`config.mk`:
```
export PLATFORM = sky130hd
export DESIGN_NAME = pkt_hunter
export DESIGN_NICKNAME = d
export VERILOG_FILES = /design/src/rtl/pkthunt_pkg.sv /design/src/rtl/pkthunt_sync.sv /design/src/rtl/pkthunt_window.sv /design/src/rtl/pkthunt_wdog.sv /design/src/rtl/pkt_hunter.sv
export SDC_FILE = /design/constraint.sdc
export NUM_CORES = 1
export LEC_CHECK = 0
export ABC_AREA = 1
export BUFFER_PORTS_ARGS = -buffer_cell sky130_fd_sc_hd__buf_2
export CAP_MARGIN = 20
export CELL_PAD_IN_SITES_DETAIL_PLACEMENT = 1
export CELL_PAD_IN_SITES_GLOBAL_PLACEMENT = 1
export CORE_MARGIN = 4
export CORE_UTILIZATION = 42
export CTS_BUF_LIST = sky130_fd_sc_hd__clkbuf_8
export CTS_CLUSTER_DIAMETER = 40
export DETAILED_ROUTE_END_ITERATION = 7
export GPL_ROUTABILITY_DRIVEN = 0
export PLACE_DENSITY = 0.85
export REMOVE_ABC_BUFFERS = 1
export SLEW_MARGIN = 40
export SYNTH_ARGS = -nofsm -noshare
export SYNTH_HDL_FRONTEND = slang
export SYNTH_SLANG_ARGS = --single-unit
```
`constraint.sdc`:
```
create_clock -name clk -period 1.63 [get_ports clk]
set_clock_uncertainty 0.2 [all_clocks]
set_input_delay 0.0815 -clock clk [delete_from_list [all_inputs] [get_ports clk]]
set_output_delay 0.0815 -clock clk [all_outputs]
set_load 0.02 [all_outputs]
```
`src/rtl/pkthunt_pkg.sv`:
```
package pkthunt_pkg;
    typedef enum logic {
        ST_SEARCH      = 1'b0,
        ST_COMMUNICATE = 1'b1
    } hunt_state_e;
endpackage

```
`src/rtl/pkthunt_sync.sv`:
```
module pkthunt_sync #(
    parameter int W = 3
) (
    input  logic         clk,
    input  logic         rst_n,
    input  logic [W-1:0] d_async,
    output logic [W-1:0] d_sync
);
    logic [W-1:0] stage1;

    always_ff @(posedge clk or negedge rst_n) begin
        if (!rst_n) begin
            stage1 <= '0;
            d_sync <= '0;
        end else begin
            stage1 <= d_async;
            d_sync <= stage1;
        end
    end
endmodule

```
`src/rtl/pkthunt_window.sv`:
```
module pkthunt_window #(
    parameter int               PRE_CHK  = 5,
    parameter int               SYNC_W   = 8,
    parameter int               PAY_W    = 8,
    parameter logic [PRE_CHK-1:0] PRE_PAT  = 5'b01010,
    parameter logic [SYNC_W-1:0]  SYNC_PAT = 8'hDB
) (
    input  logic             clk,
    input  logic             rst_n,
    input  logic             shift_en,
    input  logic             bit_in,
    input  logic             clear,
    output logic             pat_hit,
    output logic [PAY_W-1:0] payload
);
    localparam int WIN_W = PRE_CHK + SYNC_W + PAY_W;

    logic [WIN_W-1:0] win;

    always_ff @(posedge clk or negedge rst_n) begin
        if (!rst_n) begin
            win <= '0;
        end else if (clear) begin
            win <= '0;
        end else if (shift_en) begin
            win <= {win[WIN_W-2:0], bit_in};
        end
    end

    assign payload = win[PAY_W-1:0];
    assign pat_hit = (win[PAY_W +: SYNC_W] == SYNC_PAT) &&
                     (win[PAY_W+SYNC_W +: PRE_CHK] == PRE_PAT);
endmodule

```
`src/rtl/pkthunt_wdog.sv`:
```
module pkthunt_wdog #(
    parameter int unsigned MAX_CYC = 300_000_000
) (
    input  logic clk,
    input  logic rst_n,
    input  logic kick,
    output logic alarm
);
    localparam int CW = $clog2(MAX_CYC + 1);

    logic [CW-1:0] cnt;

    always_ff @(posedge clk or negedge rst_n) begin
        if (!rst_n) begin
            cnt   <= '0;
            alarm <= 1'b0;
        end else if (kick) begin
            cnt   <= '0;
            alarm <= 1'b0;
        end else if (cnt == CW'(MAX_CYC)) begin
            alarm <= 1'b1;
        end else begin
            cnt <= cnt + 1'b1;
        end
    end
endmodule

```
`src/rtl/pkt_hunter.sv`:
```
module pkt_hunter #(
    parameter int                 PRE_CHK     = 5,
    parameter int                 SYNC_W      = 8,
    parameter int                 PAY_W       = 8,
    parameter logic [PRE_CHK-1:0] PRE_PAT     = 5'b01010,
    parameter logic [SYNC_W-1:0]  SYNC_PAT    = 8'hDB,
    parameter int unsigned        WDOG_CYCLES = 300_000_000
) (
    input  logic             clk,
    input  logic             rst_n,
    input  logic             bit_clk,
    input  logic             bit_data,
    input  logic             bit_valid,
    output logic [PAY_W-1:0] byte_data,
    output logic             byte_valid,
    input  logic             byte_ready,
    output logic [PAY_W-1:0] disp_byte,
    output logic             nopkt_led
);
    import pkthunt_pkg::*;

    localparam int NSYNC = 3;

    logic [NSYNC-1:0] raw_in, synced;
    logic             bclk_s, dat_s, vld_s, bclk_d, bit_rise;
    logic             pat_hit, accept;
    logic [PAY_W-1:0] payload;
    hunt_state_e      state_q, state_d;

    assign raw_in = {bit_clk, bit_data, bit_valid};

    pkthunt_sync #(.W(NSYNC)) u_sync (
        .clk    (clk),
        .rst_n  (rst_n),
        .d_async(raw_in),
        .d_sync (synced)
    );

    assign {bclk_s, dat_s, vld_s} = synced;

    always_ff @(posedge clk or negedge rst_n) begin
        if (!rst_n) bclk_d <= 1'b0;
        else        bclk_d <= bclk_s;
    end

    assign bit_rise = bclk_s & ~bclk_d;

    pkthunt_window #(
        .PRE_CHK (PRE_CHK),
        .SYNC_W  (SYNC_W),
        .PAY_W   (PAY_W),
        .PRE_PAT (PRE_PAT),
        .SYNC_PAT(SYNC_PAT)
    ) u_win (
        .clk     (clk),
        .rst_n   (rst_n),
        .shift_en(bit_rise),
        .bit_in  (dat_s),
        .clear   (accept),
        .pat_hit (pat_hit),
        .payload (payload)
    );

    pkthunt_wdog #(.MAX_CYC(WDOG_CYCLES)) u_wdog (
        .clk  (clk),
        .rst_n(rst_n),
        .kick (accept),
        .alarm(nopkt_led)
    );

    assign accept = (state_q == ST_SEARCH) && pat_hit && vld_s;

    always_comb begin
        state_d = state_q;
        unique case (state_q)
            ST_SEARCH:      if (accept)     state_d = ST_COMMUNICATE;
            ST_COMMUNICATE: if (byte_ready) state_d = ST_SEARCH;
            default:                        state_d = ST_SEARCH;
        endcase
    end

    always_ff @(posedge clk or negedge rst_n) begin
        if (!rst_n) state_q <= ST_SEARCH;
        else        state_q <= state_d;
    end

    always_ff @(posedge clk or negedge rst_n) begin
        if (!rst_n) begin
            byte_data  <= '0;
            disp_byte  <= '0;
            byte_valid <= 1'b0;
        end else begin
            byte_valid <= (state_d == ST_COMMUNICATE);
            if (accept) begin
                byte_data <= payload;
                disp_byte <= payload;
            end
        end
    end
endmodule

```
==> impl_results.md <==
* Max Cap Viol at 0
* Post-route minimum period at 1769 ps
* Initial DRC Count at 136
* Lkg Pwr at 2.088 nW
* Vias at 3444
* Hold crit path type: in -> async
* Final hold vios at 14
* TNS Setup at -1917 ps
* Root Driver: clkbuf_8
* CTS H-tree depth at 3
* Synth top area share at 0.4703
* Util after Layout at 0.5496
* Clock Latency Late Sink at 350 ps
* Via/cell ratio at 5.340
* Routed WL at 12.29 mm
* DR pass1 iterations at 4
* CTS Buf Count at 9
* Most frequent cells in the layout: nand2_1, nor2_1, dfrtp_1
* Power Density at 803.0 nW/µm²
* Largest net degree at the start of global routing at 54
* Clock sinks at 67
* Final Max Tran Viols at 0
* Placed wire-length estimate at 7.008 mm
* Status: finished, violations left
* WL met1 at 4.933 mm
* Worst rel slew slack at 0.7312
* DR WL/cell at 19.06 µm
* Nets at 543
* Final period util at 1.085
* FMAX at 565.3 MHz
* Fin worst setup slack at -139.0 ps
* Failing checks: hold timing, setup timing
* Layout cell share with drive strength beyond 1 at 0.3074
* # diodes at 0
* Initial antenna violation count at 0
* Synth area leaders: dfrtp_1, nand2_1, nor2_1
* Setup violations, final at 55
* IO Count at 24
* Total global routing overflow at 0
* Crit path launch type: flop
* Number of global-route vias before repair at 3539
* Total power at 3.626 mW
* Cell Area, Synth at 3565 µm²
* Port buffer count at 23
* Crit path arrival time at 1800 ps
* Ys Warns at 0
* Synth Instances at 483
* Top Metal Used: met4
* RSZ-0062 raised after global routing: yes
* Total core area at 8217 µm²
* Worst slew pin tran at 403.2 ps
* Worst Hold Slack at -17.92 ps
* Max FO, Critical Path at 6
* Die Span X at 100.1 µm
* Critical path class: reg -> reg
* Global Route Usage Sum at 0.2134
* Most common cell after layout, fill and taps aside: nand2_1
* CTS clk-pin slew, worst paths at 80 ps
* Area leader, netlist: dfrtp_1
* DR WL met2 at 6.431 mm
* Yosys reg bits at 67
* Area delta synth->final at 26.68%
* Required time of the critical path at 1660 ps
* Syn_area_per_cell at 7.380 µm²
* Yosys cell types at 23
* Clock buffer depth at 2
* Initial Utilization at 0.4338
* Wire length on met3 at 497 µm
* Drt drc at 0
* Row count at 33
* Detail Route Antenna Nets at 0
* Peak supply drop at 0.0005922 V
* CP endpoint kind: flop
* Register area share after synthesis at 0.4703
* Die area at 10030 µm²
* Die Ht at 100.1 µm
* First-pass GRT wire length at 16.88 mm
* CTS tree: done
[path summary, 6_finish.rpt]
check	start	endpoint	slack (ps)	depth (start not counted)
worst min-delay path	rst_n	u_wdog.cnt[23]$_DFFE_PN0P_	-20	2
worst max-delay path	u_win.win[11]$_DFFE_PN0P_	u_win.win[11]$_DFFE_PN0P_	-140	6
worst min register to register	u_sync.stage1[2]$_DFF_PN0_	u_sync.d_sync[2]$_DFF_PN0_	160	0
max in group asynchronous	rst_n	u_wdog.cnt[8]$_DFFE_PN0P_	620	3
min in group clk	u_sync.stage1[2]$_DFF_PN0_	u_sync.d_sync[2]$_DFF_PN0_	160	0
worst max register to register	u_win.win[11]$_DFFE_PN0P_	u_win.win[11]$_DFFE_PN0P_	-140	6
[report_power, final]
group          internal [mW]  switching (mW)  total [mW]  leakage (nW)
logic                  0.106           0.157       0.264          1.11
registers               1.75          0.0926        1.84         0.872
clock network          0.765           0.759        1.52         0.103
total                   2.62            1.01        3.63          2.09
[final cells by class]
cell class	instances	area, µm²
clock buffers	10	137.6
clock inverters	6	72.57
fillers	1007	3701
inverters	44	178.9
multi-input cells	353	1757
flip-flops and latches	67	1698
well taps	105	131.4
repair buffers	59	533.0
repair inverters	1	7.507
[what timing repair did]
| action | CTS | global route |
|---|---|---|
| buffers inserted | 1 | 16 |
| pin swaps | 2 | 13 |
| resized for setup | 10 | 82 |
| hold buffers | 6 | 0 |
| endpoints found under the setup margin | 23 | 71 |
| cloned | 0 | 5 |
| endpoints found under the hold margin | 71 | 0 |
[metal layers]
layer  GRT usage  up-vias
li1            -     1588
met1      0.2608     1715
met2      0.3777      106
met3     0.03753       35
met4     0.07461        0
met5           0        -
[state kept, by name, summed over array words and instances (netlist names)]
name           count
u_win.win         21
byte_valid         1
disp_byte          8
u_wdog.alarm       1
u_wdog.cnt        29
u_sync.d_sync      3
bclk_d             1
u_sync.stage1      3
[metrics by stage]
stage / cells / setup WS, ps / cell area (µm²)
6_report: 645 / -139.0 / 4516
4_1_cts: 625 / -9.709 / 4089
5_1_grt: 645 / -167.9 / 4516
3_5_place_dp: 602 / -26.12 / 3791
3_3_place_gp: 602 / 32.62 / 3791
2_1_floorplan: 464 / -371.0 / 3432
[synth_stat cells (all sizes together)]
library cell / number
nor2: 97
nand4: 5
dfrtp: 67
buf: 17
xor2: 5
o21ai: 13
nand2: 174
nand3b: 1
inv: 44
ha: 2
o21bai: 2
clkbuf: 2
nor3: 1
nand3: 28
a21oi: 25
[critical path, cell delays in order, from the launching register on]
cell	delay, ps
dfrtp_1	490
nand4_1	220
nor2_4	220
nand2_8	130
buf_8	160
nand3_1	110
o21ai_1	120
[logic make-up after synthesis]
kind of cell | count (synthesis) | share of synthesized area
adders and majority gates | 2 | 0.007019
buffers and inverters | 63 | 0.08354
and+or+nand+nor | 306 | 0.3693
DFF | 67 | 0.4703
AOI/OAI and AO/OA | 40 | 0.05756
xor gates and xnor gates | 5 | 0.01228
(Power assumes the default switching activity.)
